### src/rtl/sdr_pwr_pkg.sv
package sdr_pwr_pkg;
  localparam int STATE_W = 3;

  typedef enum logic [STATE_W-1:0] {
    PS_RUN     = 3'd0,
    PS_PRE_PD  = 3'd1,
    PS_ACT_PD  = 3'd2,
    PS_SUSPEND = 3'd3,
    PS_SELFREF = 3'd4
  } pwr_state_e;
endpackage

### src/rtl/cke_sampler.sv
module cke_sampler (
  input  logic clk,
  input  logic rst_n,
  input  logic cke_pin,
  output logic cke_q
);
  // single capture stage; reset value is "clock active"
  always_ff @(posedge clk or negedge rst_n) begin
    if (!rst_n) cke_q <= 1'b1;
    else        cke_q <= cke_pin;
  end
endmodule

### src/rtl/pwr_state_fsm.sv
module pwr_state_fsm
  import sdr_pwr_pkg::*;
(
  input  logic       clk,
  input  logic       rst_n,
  input  logic       cke_pin,
  input  logic       cke_q,
  input  logic       banks_idle,
  input  logic       row_open,
  input  logic       burst_busy,
  input  logic       sref_req,
  output pwr_state_e state
);
  pwr_state_e nxt;
  logic       pick_sref;

  assign pick_sref = sref_req && banks_idle;

  always_comb begin
    nxt = state;
    unique case (state)
      PS_RUN: begin
        if (!cke_q) begin
          if (burst_busy)     nxt = PS_SUSPEND;
          else if (row_open)  nxt = PS_ACT_PD;
          else if (pick_sref) nxt = PS_SELFREF;
          else                nxt = PS_PRE_PD;
        end
      end
      PS_PRE_PD, PS_ACT_PD, PS_SELFREF: begin
        // clock gated: pin watched without the capture stage
        if (cke_pin) nxt = PS_RUN;
      end
      PS_SUSPEND: begin
        if (cke_q) nxt = PS_RUN;
      end
      default: nxt = PS_RUN;
    endcase
  end

  always_ff @(posedge clk or negedge rst_n) begin
    if (!rst_n) state <= PS_RUN;
    else        state <= nxt;
  end

  // a registered-high enable keeps the device running
  a_r2_stay_run: assert property (@(posedge clk) disable iff (!rst_n)
    (state == PS_RUN && cke_q) |=> state == PS_RUN);
  // no self refresh from a non-idle array
  a_r4_sref_idle: assert property (@(posedge clk) disable iff (!rst_n)
    (state == PS_RUN && !banks_idle) |=> state != PS_SELFREF);
  // power-down held while the pin is low
  a_r7_hold_pd: assert property (@(posedge clk) disable iff (!rst_n)
    ((state == PS_PRE_PD || state == PS_ACT_PD) && !cke_pin) |=> $stable(state));
  // fast exit from gated-clock states
  a_r8_fast_exit: assert property (@(posedge clk) disable iff (!rst_n)
    ((state == PS_PRE_PD || state == PS_ACT_PD || state == PS_SELFREF) && cke_pin)
      |=> state == PS_RUN);
  // suspend holds until the registered enable is high
  a_r9_hold_susp: assert property (@(posedge clk) disable iff (!rst_n)
    (state == PS_SUSPEND && !cke_q) |=> state == PS_SUSPEND);
endmodule

### src/rtl/sdr_pwr_ctrl.sv
module sdr_pwr_ctrl
  import sdr_pwr_pkg::*;
(
  input  logic               clk,
  input  logic               rst_n,
  input  logic               cke_pin,
  input  logic               banks_idle,
  input  logic               row_open,
  input  logic               burst_busy,
  input  logic               sref_req,
  output logic [STATE_W-1:0] pwr_state,
  output logic               freeze
);
  logic       cke_q;
  pwr_state_e state;

  cke_sampler u_smp (
    .clk     (clk),
    .rst_n   (rst_n),
    .cke_pin (cke_pin),
    .cke_q   (cke_q)
  );

  pwr_state_fsm u_fsm (
    .clk        (clk),
    .rst_n      (rst_n),
    .cke_pin    (cke_pin),
    .cke_q      (cke_q),
    .banks_idle (banks_idle),
    .row_open   (row_open),
    .burst_busy (burst_busy),
    .sref_req   (sref_req),
    .state      (state)
  );

  assign pwr_state = state;
  assign freeze    = (state == PS_SUSPEND);

  // freeze lasts while the registered enable is low in suspend
  a_r10_freeze_hold: assert property (@(posedge clk) disable iff (!rst_n)
    (freeze && !cke_q) |=> freeze);
endmodule

### config.mk
export PLATFORM = sky130hd
export DESIGN_NAME = sdr_pwr_ctrl
export DESIGN_NICKNAME = d
export VERILOG_FILES = /design/src/rtl/sdr_pwr_pkg.sv /design/src/rtl/cke_sampler.sv /design/src/rtl/pwr_state_fsm.sv /design/src/rtl/sdr_pwr_ctrl.sv
export SDC_FILE = /design/constraint.sdc
export NUM_CORES = 1
export LEC_CHECK = 0
export BUFFER_PORTS_ARGS = -buffer_cell sky130_fd_sc_hd__buf_2
export CAP_MARGIN = 10
export CORE_AREA = 2 2 39 41
export CTS_CLUSTER_SIZE = 10
export DETAILED_ROUTE_END_ITERATION = 12
export DIE_AREA = 0 0 41 43
export HOLD_SLACK_MARGIN = 0.08
export PLACE_DENSITY = 0.31
export SETUP_SLACK_MARGIN = 0.05
export SLEW_MARGIN = 20
export SYNTH_ARGS = -nofsm -noshare
export SYNTH_HDL_FRONTEND = slang
export SYNTH_SLANG_ARGS = --single-unit
### constraint.sdc
create_clock -name clk -period 1.3 [get_ports clk]
set_input_delay 0.26 -clock clk [delete_from_list [all_inputs] [get_ports clk]]
set_output_delay 0.26 -clock clk [all_outputs]
set_load 0.01 [all_outputs]
After elaboration in Yosys (flattened, before gate mapping)
Index checks and enable logic that the tools add are counted.
{"block": "word_totals", "register_bits": 4, "input_bits": 7, "output_inout_bits": 4}
{"block": "op_classes", "eq_ne": 7, "mux": 7, "n_reduce_logical": 4}
{"operator": "$mux 3", "count": 6}
{"operator": "$pmux 3 s3", "count": 1}
{"operator": "$eq 3x2->1 const B", "count": 2}
{"operator": "$ne 2x2->1 const B", "count": 2}
{"operator": "$eq 3x1->1 const B", "count": 1}
{"operator": "$eq 3x3->1 const B", "count": 1}
{"operator": "$logic_not 3->1", "count": 1}
{"operator": "$reduce_and 3->1", "count": 1}
{"operator": "$reduce_or 3->1", "count": 1}
{"operator": "$ne 2x1->1 const B", "count": 1}
{"operator": "$logic_and 1x1->1", "count": 1}

Logic depth before layout (Yosys ltp)
{"block": "logic_depth", "word_depth": 6, "depth_mapped": 3, "depth_no_buf": 3}

Cells and area by module
From an unflattened synthesis, not the netlist that was laid out.
{"block": "hier_totals", "cells_unflattened": 20, "hier_area_um2": 207.7}
{"mod": "pwr_state_fsm", "instances": 1, "cells_each": 18, "area_per_inst_um2": 172.7, "seq_area_each_um2": 75.1}
{"mod": "cke_sampler", "instances": 1, "cells_each": 1, "area_per_inst_um2": 26.3, "seq_area_each_um2": 26.3}
{"mod": "sdr_pwr_ctrl", "instances": 1, "cells_each": 1, "area_per_inst_um2": 8.8, "seq_area_each_um2": 0.0}

Least setup slack after synthesis
Ideal clock, no wire load.
{"block": "synth_timing", "path_kind": "register to output", "startpoint": "register u_fsm.state[0]", "endpoint": "output port freeze", "arrival_time_ns": 0.730, "required_ns": 1.040, "path_slack_ns": 0.310, "path_stages_with_launch": 3, "n_path_buf": 0, "path_cell_list": "dfrtp_1 nand2_1 nor2_1"}
{"block": "synth_via", "elab_chain_len": 1}
{"item": "start, declared", "line": "pwr_state_fsm.sv:12", "text": "output pwr_state_e state"}
{"item": "start signal, assigned", "line": "pwr_state_fsm.sv:43", "text": "else state <= nxt;"}
{"item": "$eq 3x2->1", "line": "sdr_pwr_ctrl.sv:37", "text": "assign freeze = (state == PS_SUSPEND);"}
{"item": "end, declared", "line": "sdr_pwr_ctrl.sv:12", "text": "output logic freeze"}
No other way between the ends.

Final worst setup path
Same ends and word-level chain as after synthesis.

==> impl_metrics.tcl <==
set metrics [dict create \
    status "finished clean" \
    syn-cell-area_sq_um 191 \
    worstSkewPairLatency_ns 0.23 \
    setup.worst_path.class "flop to output port" \
    hp-class "primary input to flop" \
    worstRegToRegCells 4 \
    fp.dieW_microns 41 \
    p_leak_nw 0.156 \
    peakVddDrop_v 0.000491 \
    hold_viol 0 \
    antenna_found_initial 0 \
    period_needed_ns 1.20 \
    first_global_vias 200 \
    cts.path.max_buffers 2 \
    synth_top_cell_area_share_pct 39.2 \
    finalCoreUtilization_pct 23.3 \
    avgRoutedWirePerCell_microns 9.74 \
    core_sq_um 1380 \
    yosysTopAreaCell "dfrtp_1" \
    place_congestion 0.629 \
    regToRegSetupSlack_ns 0.17 \
    dieArea_sq_um 1760 \
    hold-path-endpoint "u_smp.cke_q$_DFF_PN1_" \
    rsz0062_at_grt "false" \
    port_buffers 10 \
    crit_start "u_fsm.state[0]$_DFFE_PN0P_" \
    crit_chain "nand2_1 -> nor2_1 -> buf_2" \
    setup.worst_path.start_class "flop" \
    finalSetupTns_ns 0 \
    timing.fmax_ghz 0.837 \
    area_delta_synth_final_pct 68.6 \
    hold_start "cke_pin" \
    worstMarginPinSlew_ns 0.219 \
    r2r_end "u_fsm.state[1]$_DFFE_PN0P_" \
    yosysSeqAreaShare_pct 52.9 \
    routed_wl_microns 526 \
    ys_top_cells_by_area "dfrtp_1, dfstp_2, a21oi_1, nor3_2, o21ai_0" \
    setup_viol 0 \
    grt_max_degree 8 \
    htreeDepth 1 \
    syn-num-nets 27 \
    start_util_pct 13.8 \
    power_frac_comb_pct 36.9 \
    overflow 0 \
    routed-via-count 223 \
    placementRows 14 \
    ant_nets 0 \
    diodes 0 \
    cts_tree "done" \
    p_seq_share_pct 34.2 \
    cellPowerDensity_nw_per_um2 1810 \
    final_max_slew_viol_count 0 \
    maxCapViolations 0 \
    grt_pass1_wl_microns 772 \
    num-nets-final 46 \
    critPathArrivalTime_ns 0.94 \
    grt.total_usage_pct 7.17 \
    clkTransAtPathRegs_ns 0.04 \
    nFillCells 153 \
    via_per_inst 4.13 \
    avgSynthCellArea_sq_um 9.57 \
    mostFrequentLayoutCell "buf_2" \
    worstHoldPathCells 1 \
    cp_slowest_cell "dfrtp_2" \
    skew_ns 0.00444 \
    r2r_start "u_fsm.state[1]$_DFFE_PN0P_" \
    critPathCaptureType "output port" \
    drive_gt1_share_pct 52.6 \
    slowest_delay_ns 0.42 \
    synthCells 20 \
    synth_cell_types 13 \
    root_buffer "clkbuf_4" \
    cts_num_sinks 4 \
    power.internal_mw 0.394 \
    drt-pass1-iter-count 2 \
    swShare_pct 32.5 \
    ys_warn_count 0 \
    crit_fanout 6 \
    fin_crit_sh_pct 91.9 \
    cts_buffers 3 \
    die_h_microns 43 \
    layout_common_cells "buf_2, a21oi_1, clkbuf_4, buf_4" \
    power_mw 0.584 \
    drc 0 \
    critPathRequiredTime_ns 1.04 \
    p_sw_mw 0.190 \
    p_clk_share_pct 28.9 \
    drt_iter0_drc 3 \
    maxSlewHeadroom_pct 85.3 \
    io_pins 11 \
    synth_seq_cells 4 \
]
[metrics by stage]
| stage | instance area (sq um) | hold WS (ns) | worst slack, ns | instances |
|---|---|---|---|---|
| finish | 323 | 0.154 | 0.105 | 54 |
| global route | 323 | 0.147 | 0.0610 | 54 |
| CTS | 300 | 0.145 | 0.0760 | 51 |
| detailed placement | 262 | 0.0668 | 0.276 | 46 |
| global placement | 262 | 0.0671 | 0.292 | 46 |
| floorplan | 191 | -0.0356 | 0.310 | 20 |
[cells by family after synthesis]
kind of cell	share of synthesized area, %
DFF	52.9
and+or+nand+nor	19.0
AOI/OAI and AO/OA	26.1
buffers and inverters	1.96
[registers in the layout, summed over array words and instances, names as in the netlist]
name and flops:
u_fsm.state 3, u_smp.cke_q 1
[cell usage after synthesis]
master	number
a2bb2oi_1	1
nand2_1	2
nor3_1	1
dfstp_2	1
a21oi_1	3
o21ai_0	2
inv_1	1
o211ai_1	1
a32oi_1	1
nor2_1	2
nor3_2	1
nor4_1	1
dfrtp_1	3
[critical path: cells and delay by family (launching register included)]
kind / cells / cell delay, ns
buf+inv: 1 / 0.14
flops: 1 / 0.42
simple gates: 2 / 0.15
[how the worst max path moves through the flow]
stage | slack [ns] | end | cells past startpoint
finish | 0.10 | freeze | 3
global route | 0.06 | freeze | 3
CTS | 0.08 | freeze | 3
detailed placement | 0.28 | freeze | 3
global placement | 0.29 | u_fsm.state[0]$_DFFE_PN0P_ | 3
floorplan | 0.31 | freeze | 2
[per-layer routing]
layer | vias to the layer above | GRT usage, % | share of wire, %
met3 | 0 | 3.14 | 11
li1 | 110 | - | -
met5 | - | 0 | 0
met1 | 105 | 8.85 | 44
met4 | 0 | 8.00 | 0
met2 | 8 | 8.13 | 44
[what timing repair did]
item                                    4_1_cts  5_1_grt
gates resized for setup                       2        0
endpoints found under the setup margin        1        1
hold endpoints to repair                      4        0
setup buffers                                 0        3
gates cloned                                  0        0
hold buffers                                  1        0
[power by group through the flow]
stage               clock [mW]  combinational (mW)  sequential, mW
detailed placement           0               0.140           0.210
floorplan                    0              0.0651           0.215
CTS                      0.177               0.143           0.214
finish                   0.169               0.215           0.199
global placement             0               0.141           0.209
global route             0.193               0.234           0.206
[final cells by class]
class	count	area, sq um	area share [%]
clock buffer	4	26.3	8.14
inverter	1	3.75	1.16
multi-input combinational	15	86.3	26.7
sequential	4	104	32.2
tap	16	20.0	6.20
timing repair buffer	14	82.6	25.6
Note: power is estimated with default switching activity, not from simulation.
